$ cat config.mk
export PLATFORM = sky130hd
export DESIGN_NAME = tick_timer
export DESIGN_NICKNAME = d
export VERILOG_FILES = /design/src/rtl/tick_timer_pkg.sv /design/src/rtl/tick_src_sel.sv /design/src/rtl/tick_counter.sv /design/src/rtl/tick_regs.sv /design/src/rtl/tick_timer.sv
export SDC_FILE = /design/constraint.sdc
export NUM_CORES = 1
export LEC_CHECK = 0
export BUFFER_PORTS_ARGS = -buffer_cell sky130_fd_sc_hd__buf_4
export CORE_ASPECT_RATIO = 1.4
export CORE_MARGIN = 3
export CORE_UTILIZATION = 45
export CTS_BUF_LIST = sky130_fd_sc_hd__clkbuf_2 sky130_fd_sc_hd__clkbuf_4 sky130_fd_sc_hd__clkbuf_8
export CTS_CLUSTER_SIZE = 40
export DETAILED_ROUTE_END_ITERATION = 16
export PLACE_DENSITY = 0.68
export SLEW_MARGIN = 10
export SYNTH_ARGS = -nofsm -noshare
export SYNTH_HDL_FRONTEND = slang
export SYNTH_HIERARCHICAL = 1
export SYNTH_SLANG_ARGS = --single-unit
$ cat constraint.sdc
create_clock -name clk -period 2.6 [get_ports clk]
set_input_delay 0.52 -clock clk [delete_from_list [all_inputs] [get_ports clk]]
set_output_delay 0.52 -clock clk [all_outputs]
set_load 0.01 [all_outputs]
$ cat src/rtl/tick_timer_pkg.sv
package tick_timer_pkg;
  localparam int unsigned WORD_W      = 32;
  localparam int unsigned OFS_CTRL    = 32'h10;
  localparam int unsigned OFS_RELOAD  = 32'h14;
  localparam int unsigned OFS_CURRENT = 32'h18;
  localparam int unsigned OFS_CAL     = 32'h1C;
  localparam int unsigned FLAG_BIT    = 16;
  localparam int unsigned CAL_FIELD_W = 24;
  localparam int unsigned SKEW_BIT    = 30;
  localparam int unsigned NOREF_BIT   = 31;

  // packed MSB first: clk_src is bit 2, irq_en bit 1, run bit 0
  typedef struct packed {
    logic clk_src;
    logic irq_en;
    logic run;
  } ctrl_t;
endpackage

$ cat src/rtl/tick_src_sel.sv
module tick_src_sel
  import tick_timer_pkg::*;
(
  input  logic  clk,
  input  logic  rst_n,
  input  ctrl_t ctrl,
  input  logic  ref_tick,
  output logic  count_evt
);
  function automatic logic gate(input logic run, input logic src, input logic strobe);
    return run && (src ? 1'b1 : strobe);
  endfunction

  assign count_evt = gate(ctrl.run, ctrl.clk_src, ref_tick);


  ext_gate_chk: assert property (@(posedge clk) disable iff (!rst_n)
    (!ctrl.clk_src && !ref_tick) |-> !count_evt);

  stop_chk: assert property (@(posedge clk) disable iff (!rst_n)
    !ctrl.run |-> !count_evt);
endmodule

$ cat src/rtl/tick_counter.sv
module tick_counter #(
  parameter int unsigned CNT_W = 24
) (
  input  logic             clk,
  input  logic             rst_n,
  input  logic             count_evt,
  input  logic             clear,
  input  logic             flag_rd_clr,
  input  logic             irq_en,
  input  logic [CNT_W-1:0] reload_val,
  output logic [CNT_W-1:0] cur_val,
  output logic             flag,
  output logic             irq
);
  localparam logic [CNT_W-1:0] ONE = CNT_W'(1);

  function automatic logic [CNT_W-1:0] next_count(input logic [CNT_W-1:0] c,
                                                  input logic [CNT_W-1:0] r);
    return (c == '0) ? r : c - ONE;
  endfunction

  logic wrap_evt;
  logic load_evt;
  assign wrap_evt = count_evt && !clear && (cur_val == ONE);
  assign load_evt = count_evt && !clear && (cur_val == '0);

  always_ff @(posedge clk or negedge rst_n) begin
    if (!rst_n)         cur_val <= '0;
    else if (clear)     cur_val <= '0;
    else if (count_evt) cur_val <= next_count(cur_val, reload_val);
  end

  // a wrap in the same cycle as a clear request wins, so no event is lost
  always_ff @(posedge clk or negedge rst_n) begin
    if (!rst_n)                    flag <= 1'b0;
    else if (wrap_evt)             flag <= 1'b1;
    else if (clear || flag_rd_clr) flag <= 1'b0;
  end

  always_ff @(posedge clk or negedge rst_n) begin
    if (!rst_n) irq <= 1'b0;
    else        irq <= wrap_evt && irq_en;
  end


  flag_set_chk: assert property (@(posedge clk) disable iff (!rst_n)
    wrap_evt |=> flag);

  reload_load_chk: assert property (@(posedge clk) disable iff (!rst_n)
    load_evt |=> (cur_val == $past(reload_val)));

  hold_chk: assert property (@(posedge clk) disable iff (!rst_n)
    (!count_evt && !clear) |=> $stable(cur_val));

  clear_chk: assert property (@(posedge clk) disable iff (!rst_n)
    clear |=> (cur_val == '0) && !flag);

  flag_clr_chk: assert property (@(posedge clk) disable iff (!rst_n)
    (flag_rd_clr && !wrap_evt) |=> !flag);

  irq_single_chk: assert property (@(posedge clk) disable iff (!rst_n)
    irq |=> !irq);

  irq_at_zero_chk: assert property (@(posedge clk) disable iff (!rst_n)
    irq |-> (cur_val == '0) && flag);

  irq_mask_chk: assert property (@(posedge clk) disable iff (!rst_n)
    !irq_en |=> !irq);
endmodule

$ cat src/rtl/tick_regs.sv
module tick_regs
  import tick_timer_pkg::*;
#(
  parameter int unsigned             ADDR_W    = 12,
  parameter int unsigned             CNT_W     = 24,
  parameter logic [CAL_FIELD_W-1:0]  CAL_TENMS = 24'h01D4C0,
  parameter bit                      CAL_SKEW  = 1'b1,
  parameter bit                      CAL_NOREF = 1'b0
) (
  input  logic               clk,
  input  logic               rst_n,
  input  logic [ADDR_W-1:0]  bus_addr,
  input  logic               bus_wr,
  input  logic               bus_rd,
  input  logic [WORD_W-1:0]  bus_wdata,
  input  logic [CNT_W-1:0]   cur_val,
  input  logic               flag,
  output ctrl_t              ctrl,
  output logic [CNT_W-1:0]   reload_val,
  output logic               cur_clear,
  output logic               flag_rd_clr,
  output logic [WORD_W-1:0]  bus_rdata
);
  function automatic logic [WORD_W-1:0] build_cal();
    logic [WORD_W-1:0] w;
    w = '0;
    w[CAL_FIELD_W-1:0] = CAL_TENMS;
    w[SKEW_BIT]        = CAL_SKEW;
    w[NOREF_BIT]       = CAL_NOREF;
    return w;
  endfunction

  function automatic logic [WORD_W-1:0] widen(input logic [CNT_W-1:0] v);
    return WORD_W'(v);
  endfunction

  function automatic logic [WORD_W-1:0] status_word(input ctrl_t c, input logic f);
    logic [WORD_W-1:0] w;
    w = '0;
    w[2:0]      = c;
    w[FLAG_BIT] = f;
    return w;
  endfunction

  localparam logic [WORD_W-1:0] CAL_WORD = build_cal();

  logic sel_ctrl, sel_reload, sel_cur, sel_cal;
  assign sel_ctrl   = (bus_addr == ADDR_W'(OFS_CTRL));
  assign sel_reload = (bus_addr == ADDR_W'(OFS_RELOAD));
  assign sel_cur    = (bus_addr == ADDR_W'(OFS_CURRENT));
  assign sel_cal    = (bus_addr == ADDR_W'(OFS_CAL));

  assign cur_clear   = bus_wr && sel_cur;
  assign flag_rd_clr = bus_rd && sel_ctrl;

  always_ff @(posedge clk or negedge rst_n) begin
    if (!rst_n) begin
      ctrl       <= '0;
      reload_val <= '0;
    end else if (bus_wr) begin
      if (sel_ctrl)   ctrl       <= ctrl_t'(bus_wdata[2:0]);
      if (sel_reload) reload_val <= bus_wdata[CNT_W-1:0];
    end
  end

  always_comb begin
    bus_rdata = '0;
    if (bus_rd) begin
      if (sel_ctrl)   bus_rdata = status_word(ctrl, flag);
      if (sel_reload) bus_rdata = widen(reload_val);
      if (sel_cur)    bus_rdata = widen(cur_val);
      if (sel_cal)    bus_rdata = CAL_WORD;
    end
  end

  logic unused_wdata;
  assign unused_wdata = ^bus_wdata[WORD_W-1:CNT_W];


  ctrl_wr_chk: assert property (@(posedge clk) disable iff (!rst_n)
    (bus_wr && sel_ctrl) |=> (ctrl == $past(bus_wdata[2:0])));

  reload_wr_chk: assert property (@(posedge clk) disable iff (!rst_n)
    (bus_wr && sel_reload) |=> (reload_val == $past(bus_wdata[CNT_W-1:0])));

  ctrl_keep_chk: assert property (@(posedge clk) disable iff (!rst_n)
    !(bus_wr && sel_ctrl) |=> $stable(ctrl));
endmodule

$ cat src/rtl/tick_timer.sv
module tick_timer
  import tick_timer_pkg::*;
#(
  parameter int unsigned            ADDR_W    = 12,
  parameter int unsigned            CNT_W     = 24,
  parameter logic [CAL_FIELD_W-1:0] CAL_TENMS = 24'h01D4C0,
  parameter bit                     CAL_SKEW  = 1'b1,
  parameter bit                     CAL_NOREF = 1'b0
) (
  input  logic              clk,
  input  logic              rst_n,
  input  logic [ADDR_W-1:0] bus_addr,
  input  logic              bus_wr,
  input  logic              bus_rd,
  input  logic [31:0]       bus_wdata,
  output logic [31:0]       bus_rdata,
  input  logic              ref_tick,
  output logic              tick_irq
);
  ctrl_t            ctrl;
  logic [CNT_W-1:0] reload_val;
  logic [CNT_W-1:0] cur_val;
  logic             cur_clear;
  logic             flag_rd_clr;
  logic             flag;
  logic             count_evt;

  tick_regs #(
    .ADDR_W(ADDR_W), .CNT_W(CNT_W),
    .CAL_TENMS(CAL_TENMS), .CAL_SKEW(CAL_SKEW), .CAL_NOREF(CAL_NOREF)
  ) u_regs (
    .clk(clk), .rst_n(rst_n),
    .bus_addr(bus_addr), .bus_wr(bus_wr), .bus_rd(bus_rd),
    .bus_wdata(bus_wdata), .cur_val(cur_val), .flag(flag),
    .ctrl(ctrl), .reload_val(reload_val), .cur_clear(cur_clear),
    .flag_rd_clr(flag_rd_clr), .bus_rdata(bus_rdata)
  );

  tick_src_sel u_src (
    .clk(clk), .rst_n(rst_n), .ctrl(ctrl),
    .ref_tick(ref_tick), .count_evt(count_evt)
  );

  tick_counter #(.CNT_W(CNT_W)) u_cnt (
    .clk(clk), .rst_n(rst_n), .count_evt(count_evt),
    .clear(cur_clear), .flag_rd_clr(flag_rd_clr), .irq_en(ctrl.irq_en),
    .reload_val(reload_val), .cur_val(cur_val), .flag(flag), .irq(tick_irq)
  );


  reset_quiet_chk: assert property (@(posedge clk) $rose(rst_n) |-> !tick_irq && (cur_val == '0));
endmodule

# After elaboration in Yosys (flattened, before gate mapping)
# Cells that the tools add are included.
# W data, S select, Z words.
[classes]
reduce_logical = 13
mux = 11
addsub = 1
n_eq_ne = 5
[ops]
columns = ["op", "count"]
rows = [
  ["$mux W24", 5],
  ["$eq A12 B5 Y1 const B", 4],
  ["$mux W32", 1],
  ["$mux W31", 1],
  ["$eq A24 B1 Y1 const B", 1],
  ["$logic_not A24 Y1", 1],
  ["$sub A24 B1 Y24 const B", 1],
  ["$mux W17", 1],
  ["$logic_and A1 B1 Y1", 6],
  ["$reduce_and A2 Y1", 2],
  ["$reduce_bool A2 Y1", 2],
  ["$mux W1", 3],
  ["$logic_not A1 Y1", 1],
  ["$logic_or A1 B1 Y1", 1],
]
[totals]
input_bits = 49
wordCells = 37
register_bits = 53

# Longest topological paths before layout
# Gate-level depths: netlist of the first run.
[depth]
ltp_word = 6
depth_mapped = 8

# Modules after synthesis
# Netlist of the first run, hierarchy kept.
[modules_own_cells]
columns = ["mod", "instances", "cells_each", "area_each_um2"]
rows = [
  ["tick_counter", 1, 219, 1945.6],
  ["tick_regs", 1, 153, 1714.1],
  ["tick_src_sel", 1, 1, 7.5],
]

# Worst setup path after synthesis of the first run
# No wires, ideal clock.
[synth_path]
kind = "reg-to-reg"
from = "register u_cnt.cur_val[0]"
to = "register u_cnt.cur_val[8]"
path_buffers = 1
setup_time_ns = 0.111
path_stages_with_launch = 9
t_required_ns = 2.489
slack_ns = 0.252
arrival_ns = 2.236
path_cell_list = "dfrtp_1 inv_1 ha_1 or4b_2 nor4_2 and2_1 buf_4 a211oi_1 a2111oi_2"
[synth_via]
elab_chain_cells = 4
elab_cells_between_ends = 5
cone_classes = "add/sub (1); mux (3); reduce/logical (1)"
[synth_lines]
columns = ["element", "line", "rtl"]
rows = [
  ["start, declared", "tick_counter.sv:11", "output logic [CNT_W-1:0] cur_val,"],
  ["start signal, assigned", "tick_counter.sv:30", "else if (count_evt) cur_val <= next_count(cur_val, reload_val);"],
  ["$sub A24 B1 Y24 or $logic_not A24 Y1 (tied branches)", "-", ""],
  ["$mux W24 (*)", "tick_counter.sv:19", "return (c == '0) ? r : c - ONE;"],
  ["$mux W24 (*)", "tick_counter.sv:30", ""],
  ["$mux W24 (*)", "tick_counter.sv:29", "else if (clear) cur_val <= '0;"],
]
# Mark *: on every way between the ends. The rest lies on a longest branch, timed or not. The select of a mux whose other input is x is not followed.
# A chain may end at the register's enable or synchronous reset.

# Worst setup path after layout of the first run
[layout_path]
from = "register u_cnt.cur_val[12]"
to = "register u_cnt.cur_val[17]"
# Same word-level chain as after synthesis.

==> summary.txt, run 1 <==
Floorplan
  – Initial Util: 46.7%
  – Core ar.: 7850 sq um
  – Std-Cell Rows: 38
  – Die area: 9280 sq um
  – I/O Pins: 82
  – Die Height: 113 um
  – Die W: 82.3 um

Drt
  – DRT iter0 DRCs: 224
  – Antenna viol nets, final: 0
  – Drt first pass iters: 4
  – Vias per cell: 6.13
  – Routed WL: 10,800 um
  – DR vias: 3,467
  – # DRC: 0
  – DR WL/cell: 19.1 um

Clock tree
  – Post-CTS Setup Inserts: 0
  – Root Driver: clkbuf_8
  – Cts hold-fix bufs: 0
  – CTS tree: done
  – Max Buffers Root-to-Sink: 2
  – H-tree depth: 2
  – Clk sinks: 53
  – Clk Latency, worst-skew pair: 0.32 ns
  – CTS buffer count: 5
  – Post_cts resized: 0
  – Worst-path clk slew: 0.10 ns

Logic synthesis
  – YS warnings: 6
  – Asr flop ratio synth: 100%
  – Synth Cell Area: 3670 sq um
  – EDFF count, synth: 0
  – Syn Inst Count: 373
  – Largest family of logic cells by synthesized area: simple AND/OR/NAND/NOR gates
  – Area share of fa/ha/maj cells after synthesis: 1.02%
  – Post-synth cell types: 63
  – Xor/xnor share of the synthesized area: 0%
  – Simple-gate share of the synthesized area: 25.3%
  – Synth Area in Compound Gates: 20.7%
  – Number of synthesized register bits: 53
  – Post-synthesis mux area share: 10.3%
  – Commonest register cell after synthesis: dfrtp_1
  – Syn avg cell area: 9.83 sq um
  – Post-synthesis sequential area ratio: 36.2%

Timing
  – RSZ-0062 raised after global routing: false
  – Minimum clock period: 2.49 ns
  – Tightest Pin Transition: 0.777 ns
  – Peak Freq: 401 MHz
  – Slew Viols, Final: 0
  – Fin worst setup slack: 0.107 ns
  – Clock Skews: 0.00685 ns
  – Part of the cycle the worst path needs: 95.9%
  – Slew HR: 48.2%
  – Final count of hold timing violations: 0
  – Final Setup Violations: 0
  – TNS Setup: 0 ns

Finish
  – Antenna cell count: 0
  – Layout cells sized above 1: 38.0%
  – Non-filler instance count after layout: 566
  – Most common cell after layout, fill and taps aside: buf_4
  – Area growth syn-to-layout: 25.0%
  – Commonest cells after routing, fill and taps aside: buf_4, dfrtp_1, nor2_1
  – Final net count: 517

Worst setup path
  – CP cell instances: or4_1 -> or4_4 -> nor3_4 -> buf_4 -> o21ai_2 -> a221oi_2
  – Worst path max stage delay: 0.65 ns
  – Worst-path maximum fanout: 8
  – WS Path Type: flip-flop to flip-flop
  – Worst setup EP type: flip-flop
  – Crit-path slowest cell: or4_1
  – Worst EP arrival: 2.73 ns
  – WP buf/inv: 1
  – Startpoint types: flip-flop
  – Req. time, crit path: 2.84 ns
  – Delay-heaviest family, CP: simple AND/OR/NAND/NOR gates

GRT
  – Vias in the first global route: 3,468
  – First-pass GRT wire length: 17,500 um
  – Remaining Overflow, GRT: 0
  – All-Layer GR Usage: 24.2%
  – Largest net degree at the start of global routing: 54
  – Initial antenna violation count: 0

Placement
  – Routability cong.: 0.924
  – DP HPWL: 8040 um
  – Port buffer count: 66
  – Cell Count Post-Placement: 558
  – Pre-CTS WS: 0.118 ns

Power and ir drop
  – Pwr Total: 1.58 mW
  – Power Density: 344 nW/um^2
  – Leakage Power: 2.03 nW
  – Maximum VDD drop: 0.191 mV

Run status
  – Outcome: finished, final reports clean

Flow run
  – Max Cap Viol: 0

Hold path
  – HP Class: input pin to asynchronous set/reset pin
-- sequential cells by signal, summed over array words and instances, names as in the netlist --
register           count
u_cnt/irq              1
u_regs/ctrl            3
u_cnt/cur_val         24
u_cnt/flag             1
u_regs/reload_val     24
-- kinds of logic after synthesis --
kind of cell | count (synthesis)
muxes | 27
other | 1
buffers and inverters | 44
and+or+nand+nor | 146
DFF | 53
AOI/OAI and AO/OA | 99
adders and majority gates | 3
-- cells in the mapped netlist, drive strengths merged, types with 3 or more instances --
master	number	area [sq um]
dfrtp	53	1330
nor2	31	116
mux2	27	379
nand2	21	78.8
nor4	19	176
o21ai	19	106
clkbuf	17	67.6
buf	15	120
a22oi	14	105
nor3	13	76.3
inv	12	45.0
a21oi	11	55.1
nand2b	9	56.3
nand4	9	71.3
or4	9	75.1
a31oi	8	50.1
nand3	8	40.0
a221oi	7	86.3
a211oi	6	45.0
nor2b	6	37.5
o2bb2ai	6	52.6
o32ai	4	35.0
a2111oi	3	45.0
a2bb2oi	3	26.3
and3	3	18.8
ha	3	37.5
nor3b	3	22.5
nor4b	3	62.6
or4b	3	30.0
-- path summary, 6_finish.rpt --
kind	from	end	slack [ns]	cells past startpoint
max reg2reg	u_cnt/cur_val[12]	u_cnt/cur_val[17]	0.11	6
max	u_cnt/cur_val[12]	u_cnt/cur_val[17]	0.11	6
max in group asynchronous	rst_n	u_cnt/cur_val[20]	1.89	1
min	rst_n	u_regs/ctrl[0]	0.23	1
min reg2reg	u_cnt/flag	u_cnt/flag	0.55	2
min in group clk	bus_wdata[10]	u_regs/reload_val[10]	0.42	2
-- layer usage --
metal  vias to the layer above  part of all wire [%]  wire [um]  track usage (%)
li1                       1602                     -          -                -
met1                      1680                    40       4340             30.3
met2                       146                    50       5350             40.3
met3                        39                   6.2        665             3.34
met5                         -                     0          0                0
met4                         0                   4.0        434             11.2
-- area by class of cell --
cell class | instances | area (sq um)
fillers | 721 | 3260
inverters | 12 | 45.0
clock inverters | 2 | 37.5
flip-flops and latches | 53 | 1330
repair buffers | 111 | 833
clock buffers | 6 | 82.6
multi-input cells | 282 | 2140
well taps | 100 | 125
-- metrics by stage --
stage | hold slack (ns) | util [%] | cell area (sq um)
2_1_floorplan | 0.224 | - | 3690
3_3_place_gp | 0.516 | 56.9 | 4460
3_5_place_dp | 0.523 | 56.9 | 4460
4_1_cts | 0.259 | 58.4 | 4580
5_1_grt | 0.291 | 58.5 | 4590
6_report | 0.225 | 58.5 | 4590
-- report_power, final --
part	internal (mW)	switching [mW]	leakage (nW)
registers	0.827	0.00281	0.694
clock network	0.314	0.295	0.0574
logic	0.0651	0.0739	1.28
Note: power is estimated with default switching activity, not from simulation.
==> run 2: changes to the inputs <==
--- a/config.mk
+++ b/config.mk
@@ -6,12 +6,13 @@
 export NUM_CORES = 1
 export LEC_CHECK = 0
 export BUFFER_PORTS_ARGS = -buffer_cell sky130_fd_sc_hd__buf_4
-export CORE_ASPECT_RATIO = 1.4
+export CORE_ASPECT_RATIO = 1.75
 export CORE_MARGIN = 3
 export CORE_UTILIZATION = 45
 export CTS_BUF_LIST = sky130_fd_sc_hd__clkbuf_2 sky130_fd_sc_hd__clkbuf_4 sky130_fd_sc_hd__clkbuf_8
 export CTS_CLUSTER_SIZE = 40
 export DETAILED_ROUTE_END_ITERATION = 16
+export GPL_TIMING_DRIVEN = 0
 export PLACE_DENSITY = 0.68
 export SLEW_MARGIN = 10
 export SYNTH_ARGS = -nofsm -noshare
==> run 2 against run 1 <==
Effect of this change: routed wire length is 7.4% higher; clock skew is 0.00070 ns lower; worst setup slack worse by 0.014 ns; via count is 0.84% higher; critical endpoint is now bus_rdata[4]; power is 7.6% lower.
==> summary.txt, run 2 (synthesis gave the netlist of run 1 again) <==
Run status
  – Outcome: finished, final reports clean (unchanged)

Power and ir drop
  – Reg power frac: 57.0% (was 52.6%)
  – Pint: 1.10 mW (was 1.21 mW)
  – Power Density: 321 nW/um^2 (was 344 nW/um^2)
  – Combinational share of power: 10.0% (was 8.8%)
  – Maximum VDD drop: 0.307 mV (was 0.191 mV)
  – P_sw: 360 uW (was 372 uW)
  – Leakage Power: 1.98 nW (was 2.03 nW)
  – Sw frac: 24.7% (was 23.6%)
  – Clock Power Share: 33.0% (was 38.6%)

Hold path
  – HP Class: input pin to asynchronous set/reset pin (unchanged)

Placement
  – DP HPWL: 8510 um (was 8040 um)
  – Port buffer count: 65 (was 66)
  – Routability cong.: 1.05 (was 0.924)

GRT
  – All-Layer GR Usage: 24.9% (was 24.2%)
  – Initial antenna violation count: 0 (unchanged)
  – Remaining Overflow, GRT: 0 (unchanged)
  – Met2 usage: 45.0% (was 40.3%)
  – Met3 Use GR: 3.14% (was 3.34%)
  – Largest net degree at the start of global routing: 54 (unchanged)
  – Vias in the first global route: 3,440 (was 3,468)
  – Gr busiest metal: met2 (unchanged)
  – First-pass GRT wire length: 17,600 um (was 17,500 um)
  – Met1 Usage GRT: 27.3% (was 30.3%)

Clock tree
  – Clk sinks: 53 (unchanged)
  – Root Driver: clkbuf_8 (unchanged)
  – Cts hold-fix bufs: 0 (unchanged)
  – Worst-path clk slew: 0.10 ns (about the same)
  – Max Buffers Root-to-Sink: 2 (unchanged)
  – CTS buffer count: 5 (unchanged)
  – CTS tree: done (unchanged)
  – Clk Latency, worst-skew pair: 0.32 ns (about the same)
  – H-tree depth: 2 (unchanged)

Worst setup path
  – Worst-path maximum fanout: 10 (was 8)
  – FF-to-FF End: u_cnt/cur_val[11] (was u_cnt/cur_val[17])
  – Startpoint types: input pin (was flip-flop)
  – Worst EP arrival: 1.99 ns (was 2.73 ns)
  – Worst setup EP type: output port (was flip-flop)
  – Crit path capture: bus_rdata[4] (was u_cnt/cur_val[17])
  – WS Path Type: input pin to output port (was flip-flop to flip-flop)
  – Worst reg2reg setup slack: 0.10 ns (was 0.11 ns)
  – Reg-to-Reg Start: u_cnt/cur_val[6] (was u_cnt/cur_val[12])
  – FF-to-FF path depth: 7 (was 6)
  – Crit path from: bus_addr[1] (was u_cnt/cur_val[12])
  – Req. time, crit path: 2.08 ns (was 2.84 ns)

Drt
  – Antenna viol nets, final: 0 (unchanged)
  – Drt first pass iters: 4 (unchanged)
  – DR vias: 3,496 (was 3,467)
  – DR WL/cell: 20.9 um (was 19.1 um)
  – DRT iter0 DRCs: 167 (was 224)
  – Routed WL: 11,600 um (was 10,800 um)
  – Vias per cell: 6.31 (was 6.13)
  – # DRC: 0 (unchanged)

Timing
  – Slew HR: 44.2% (was 48.2%)
  – TNS Setup: 0 ns (unchanged)
  – Tightest Pin Transition: 0.829 ns (was 0.777 ns)
  – Final Setup Violations: 0 (unchanged)
  – Clock Skews: 0.00615 ns (was 0.00685 ns)
  – Part of the cycle the worst path needs: 96.4% (was 95.9%)
  – Final count of hold timing violations: 0 (unchanged)
  – Minimum clock period: 2.51 ns (was 2.49 ns)
  – WHS: 0.221 ns (was 0.225 ns)
  – Slew Viols, Final: 0 (unchanged)
  – Peak Freq: 399 MHz (was 401 MHz)

Finish
  – Most common cell after layout, fill and taps aside: buf_4 (unchanged)
  – Layout cells sized above 1: 36.9% (was 38.0%)
  – Top Registers: u_cnt/cur_val x24, u_regs/reload_val x24, u_regs/ctrl x3 (unchanged)
  – Area growth syn-to-layout: 24.0% (was 25.0%)
  – Fill cell count: 715 (was 721)
  – Antenna cell count: 0 (unchanged)
  – Final net count: 515 (was 517)
  – Commonest cells after routing, fill and taps aside: buf_4, dfrtp_1, nor2_1 (unchanged)

Floorplan
  – Die Height: 125 um (was 113 um)
  – Die area: 9310 sq um (was 9280 sq um)
  – Initial Util: 46.4% (was 46.7%)
  – Die W: 74.2 um (was 82.3 um)
  – Core ar.: 7910 sq um (was 7850 sq um)
  – Std-Cell Rows: 43 (was 38)
  – I/O Pins: 82 (unchanged)

Flow run
  – Max Cap Viol: 0 (unchanged)
run 2: cell count changes in the layout (fill, tap and decap cells not counted), moves of 3 or more:
cell,before,now
buf_2,0,3
buf_4,111,85
buf_6,0,4
clkbuf_1,0,9
clkbuf_2,0,7
run 2: per-stage QoR:
stage	area (sq um)	cells	power, mW	util [%]	setup slack (ns)
after detailed placement	4290	534	0.986	54.2	-0.470
final	4550	554	1.46	57.5	0.0938
after global routing	4550	554	1.51	57.5	-0.0337
after global placement	4290	534	0.984	54.2	-0.430
after CTS	4450	547	1.48	56.3	-0.00222
after floorplan	3690	379	0.901	-	0.252
run 2: worst min-delay path by stage:
stage | from | to | cells past startpoint
2_1_floorplan | rst_n | u_cnt/cur_val[0] | 0
3_3_place_gp | u_regs/ctrl[1] | u_regs/ctrl[1] | 1
3_5_place_dp | u_regs/reload_val[22] | u_regs/reload_val[22] | 1
4_1_cts | rst_n | u_regs/reload_val[12] | 1
5_1_grt | rst_n | u_regs/reload_val[12] | 1
6_report | rst_n | u_regs/reload_val[12] | 1
run 2: critical path, cell delays in order:
cell and delay [ns]:
buf_4 0.14, or2_2 0.36, o2111ai_4 0.39, buf_2 0.32, nor2_1 0.09, buf_4 0.15
run 2: power by group through the flow:
stage / Combinational [mW] / Sequential, mW / Clock [mW]
floorplan: 0.0538 / 0.847 / 0
global placement: 0.136 / 0.848 / 0
detailed placement: 0.138 / 0.848 / 0
CTS: 0.143 / 0.831 / 0.503
global route: 0.161 / 0.831 / 0.520
finish: 0.146 / 0.831 / 0.482
run 2: final cells by class:
cell class                      count  area (sq um)  share of cell area, %
Buffer                             32           196                   4.32
Clock buffer                        6          76.3                   1.68
Clock inverter                      2          15.0                  0.330
Inverter                           12          45.0                  0.991
Multi-Input combinational cell    282          2190                   48.3
Sequential cell                    53          1330                   29.2
Tap cell                           90           113                   2.48
Timing Repair Buffer               77           578                   12.7
run 2: what timing repair did:
item / in CTS / in global routing
gates resized for setup: 11 / 10
setup endpoints to repair: 28 / 35
buffers inserted: 5 / 7
pin swaps: 4 / 5
hold endpoints to repair: 0 / 0
run 2: layer usage:
layer,wire length [um],part of all wire [%]
met1,4200,36
met2,6270,54
met3,677,5.8
met4,452,3.9
met5,0,0
==> run 3: changes to the inputs <==
--- a/config.mk
+++ b/config.mk
@@ -14,6 +14,7 @@
 export DETAILED_ROUTE_END_ITERATION = 16
 export GPL_TIMING_DRIVEN = 0
 export PLACE_DENSITY = 0.68
+export SETUP_SLACK_MARGIN = 0.3
 export SLEW_MARGIN = 10
 export SYNTH_ARGS = -nofsm -noshare
 export SYNTH_HDL_FRONTEND = slang
==> run 3 against run 2 <==
Effect of this change: non-clock buffer count grew 36; worst setup slack improved by 0.12 ns; global-route usage grew 3.3 points; die area is the same; clock skew up 0.0011 ns; sequential cell count unchanged; fmax is 5.2% higher; routed wire length grew 13%; largest power group unchanged; highest routed layer unchanged.
==> summary.txt, run 3 (synthesis gave the netlist of run 1 again) <==
Timing
  – Slew Viols, Final: 0 (unchanged)
  – Clock Skews: 0.00723 ns (was 0.00615 ns)
  – Minimum clock period: 2.38 ns (was 2.51 ns)
  – Final Setup Violations: 0 (unchanged)
  – Part of the cycle the worst path needs: 91.6% (was 96.4%)
  – Tightest Pin Transition: 0.817 ns (was 0.829 ns)
  – Final count of hold timing violations: 0 (unchanged)
  – RSZ-0062 raised after global routing: true
  – Slew HR: 45.5% (was 44.2%)
  – Peak Freq: 420 MHz (was 399 MHz)

Worst setup path
  – Reg-to-Reg Start: u_cnt/cur_val[19] (was u_cnt/cur_val[6])
  – FF-to-FF path depth: 6 (was 7)
  – FF-to-FF End: u_cnt/cur_val[17] (was u_cnt/cur_val[11])
  – Startpoint types: flip-flop (was input pin)
  – WS Path Type: flip-flop to flip-flop (was input pin to output port)
  – Req. time, crit path: 2.83 ns (was 2.08 ns)
  – Worst-path maximum fanout: 5 (was 10)
  – Worst reg2reg setup slack: 0.22 ns (was 0.10 ns)
  – Worst setup EP type: flip-flop (was output port)
  – Crit path from: u_cnt/cur_val[19] (was bus_addr[1])
  – Crit path capture: u_cnt/cur_val[17] (was bus_rdata[4])
  – Worst EP arrival: 2.61 ns (was 1.99 ns)

Placement
  – Cell Count Post-Placement: 534 (unchanged)
  – DP HPWL: 8790 um (was 8510 um)
  – Port buffer count: 65 (unchanged)
  – Routability cong.: 0.957 (was 1.05)

Power and ir drop
  – Combinational share of power: 10.5% (was 10.0%)
  – Reg power frac: 52.5% (was 57.0%)
  – Power Density: 299 nW/um^2 (was 321 nW/um^2)
  – Clock Power Share: 36.9% (was 33.0%)
  – Sw frac: 23.8% (was 24.7%)
  – Maximum VDD drop: 0.412 mV (was 0.307 mV)
  – Pint: 1.21 mW (was 1.10 mW)
  – P_sw: 376 uW (was 360 uW)
  – Leakage Power: 2.29 nW (was 1.98 nW)

Clock tree
  – H-tree depth: 2 (unchanged)
  – Clk sinks: 53 (unchanged)
  – Max Buffers Root-to-Sink: 2 (unchanged)
  – CTS buffer count: 5 (unchanged)
  – Clk Latency, worst-skew pair: 0.32 ns (about the same)
  – CTS tree: done (unchanged)
  – Worst-path clk slew: 0.10 ns (about the same)
  – Root Driver: clkbuf_8 (unchanged)
  – Cts hold-fix bufs: 0 (unchanged)

Floorplan
  – Core ar.: 7910 sq um (unchanged)
  – I/O Pins: 82 (unchanged)
  – Initial Util: 46.4% (unchanged)
  – Die W: 74.2 um (unchanged)
  – Die Height: 125 um (unchanged)
  – Std-Cell Rows: 43 (unchanged)
  – Die area: 9310 sq um (unchanged)

Finish
  – Non-filler instance count after layout: 590 (was 554)
  – Fill cell count: 631 (was 715)
  – Area growth syn-to-layout: 44.4% (was 24.0%)
  – Final net count: 551 (was 515)
  – Top Registers: u_cnt/cur_val x24, u_regs/reload_val x24, u_regs/ctrl x3 (unchanged)
  – Antenna cell count: 0 (unchanged)
  – Layout cells sized above 1: 53.6% (was 36.9%)
  – Most common cell after layout, fill and taps aside: buf_4 (unchanged)
  – Commonest cells after routing, fill and taps aside: buf_4, dfrtp_1, buf_6 (was buf_4, dfrtp_1, nor2_1)
  – Final core utilization: 66.9% (was 57.5%)

Drt
  – DRT iter0 DRCs: 229 (was 167)
  – Drt first pass iters: 4 (unchanged)
  – # DRC: 0 (unchanged)
  – Vias per cell: 6.28 (was 6.31)
  – DR vias: 3,707 (was 3,496)
  – Routed WL: 13,100 um (was 11,600 um)
  – Antenna viol nets, final: 0 (unchanged)
  – DR WL/cell: 22.2 um (was 20.9 um)

GRT
  – Met3 Use GR: 2.90% (was 3.14%)
  – Remaining Overflow, GRT: 0 (unchanged)
  – Met1 Usage GRT: 32.7% (was 27.3%)
  – First-pass GRT wire length: 19,900 um (was 17,600 um)
  – Initial antenna violation count: 0 (unchanged)
  – Met2 usage: 50.0% (was 45.0%)
  – All-Layer GR Usage: 28.2% (was 24.9%)
  – Gr busiest metal: met2 (unchanged)
  – Largest net degree at the start of global routing: 54 (unchanged)
  – Vias in the first global route: 3,696 (was 3,440)

Run status
  – Outcome: finished, final reports clean (unchanged)

Flow run
  – Max Cap Viol: 0 (unchanged)

Hold path
  – HP Class: input pin to asynchronous set/reset pin (unchanged)
## run 3: cell types whose count changed in the layout (fill, tap and decap cells not counted), moves of 9 or more
cell / before / now
nor2_1: 31 / 16
nor2_4: 0 / 10
buf_4: 85 / 104
buf_6: 4 / 22
nor4_1: 13 / 4
## run 3: what timing repair did
| item | in CTS | in global routing |
|---|---|---|
| gates cloned | 2 | 1 |
| pin swaps | 15 | 28 |
| endpoints found under the setup margin | 51 | 49 |
| hold endpoints to repair | 0 | 0 |
| setup buffers | 32 | 13 |
| gates resized for setup | 51 | 90 |
## run 3: how the worst min path moves through the flow
stage                         start                   end  slack [ns]  cells past startpoint
2_1_floorplan                 rst_n      u_cnt/cur_val[0]        0.22                      0
3_3_place_gp         u_regs/ctrl[1]        u_regs/ctrl[1]        0.51                      1
3_5_place_dp   u_regs/reload_val[5]  u_regs/reload_val[5]        0.52                      1
4_1_cts                       rst_n             u_cnt/irq        0.26                      1
5_1_grt                       rst_n  u_regs/reload_val[0]        0.28                      1
6_report                      rst_n             u_cnt/irq        0.23                      1
## run 3: final cells by class
type	count	area (sq um)	area share, %
inverters	12	45.0	0.851
repair buffers	113	916	17.3
clock buffers	6	76.3	1.44
plain buffers	32	239	4.51
multi-input cells	282	2530	47.8
well taps	90	113	2.13
clock inverters	2	38.8	0.733
flip-flops and latches	53	1340	25.2
## run 3: per-layer routing
metal,vias to the layer above,part of all wire (%)
li1,1677,-
met1,1844,36
met2,154,54
met3,32,5.6
met4,0,3.9
met5,-,0
## run 3: power groups by stage
stage	Combinational (mW)	Clock [mW]	Sequential, mW
4_1_cts	0.156	0.597	0.831
6_report	0.167	0.585	0.831
3_3_place_gp	0.136	0	0.848
3_5_place_dp	0.139	0	0.849
2_1_floorplan	0.0539	0	0.847
5_1_grt	0.181	0.633	0.832
## run 3: stage by stage
stage	hold WS (ns)	setup slack, ns	TNS [ns]	total power, mW	instance area [sq um]
after floorplan	0.224	0.304	0	0.901	3700
after CTS	0.257	0.219	0	1.58	4840
after global placement	0.512	-0.455	-6.94	0.985	4300
after detailed placement	0.522	-0.476	-7.56	0.988	4300
after global routing	0.279	0.149	0	1.65	5290
final	0.232	0.219	0	1.58	5290
## run 3: worst max-delay path, stage by stage (launching register included)
cell and delay, ns:
dfrtp_2 0.44, or4_4 0.58, or4_4 0.48, nor3_4 0.32
buf_6 0.19, o21ai_2 0.07, a221oi_2 0.22
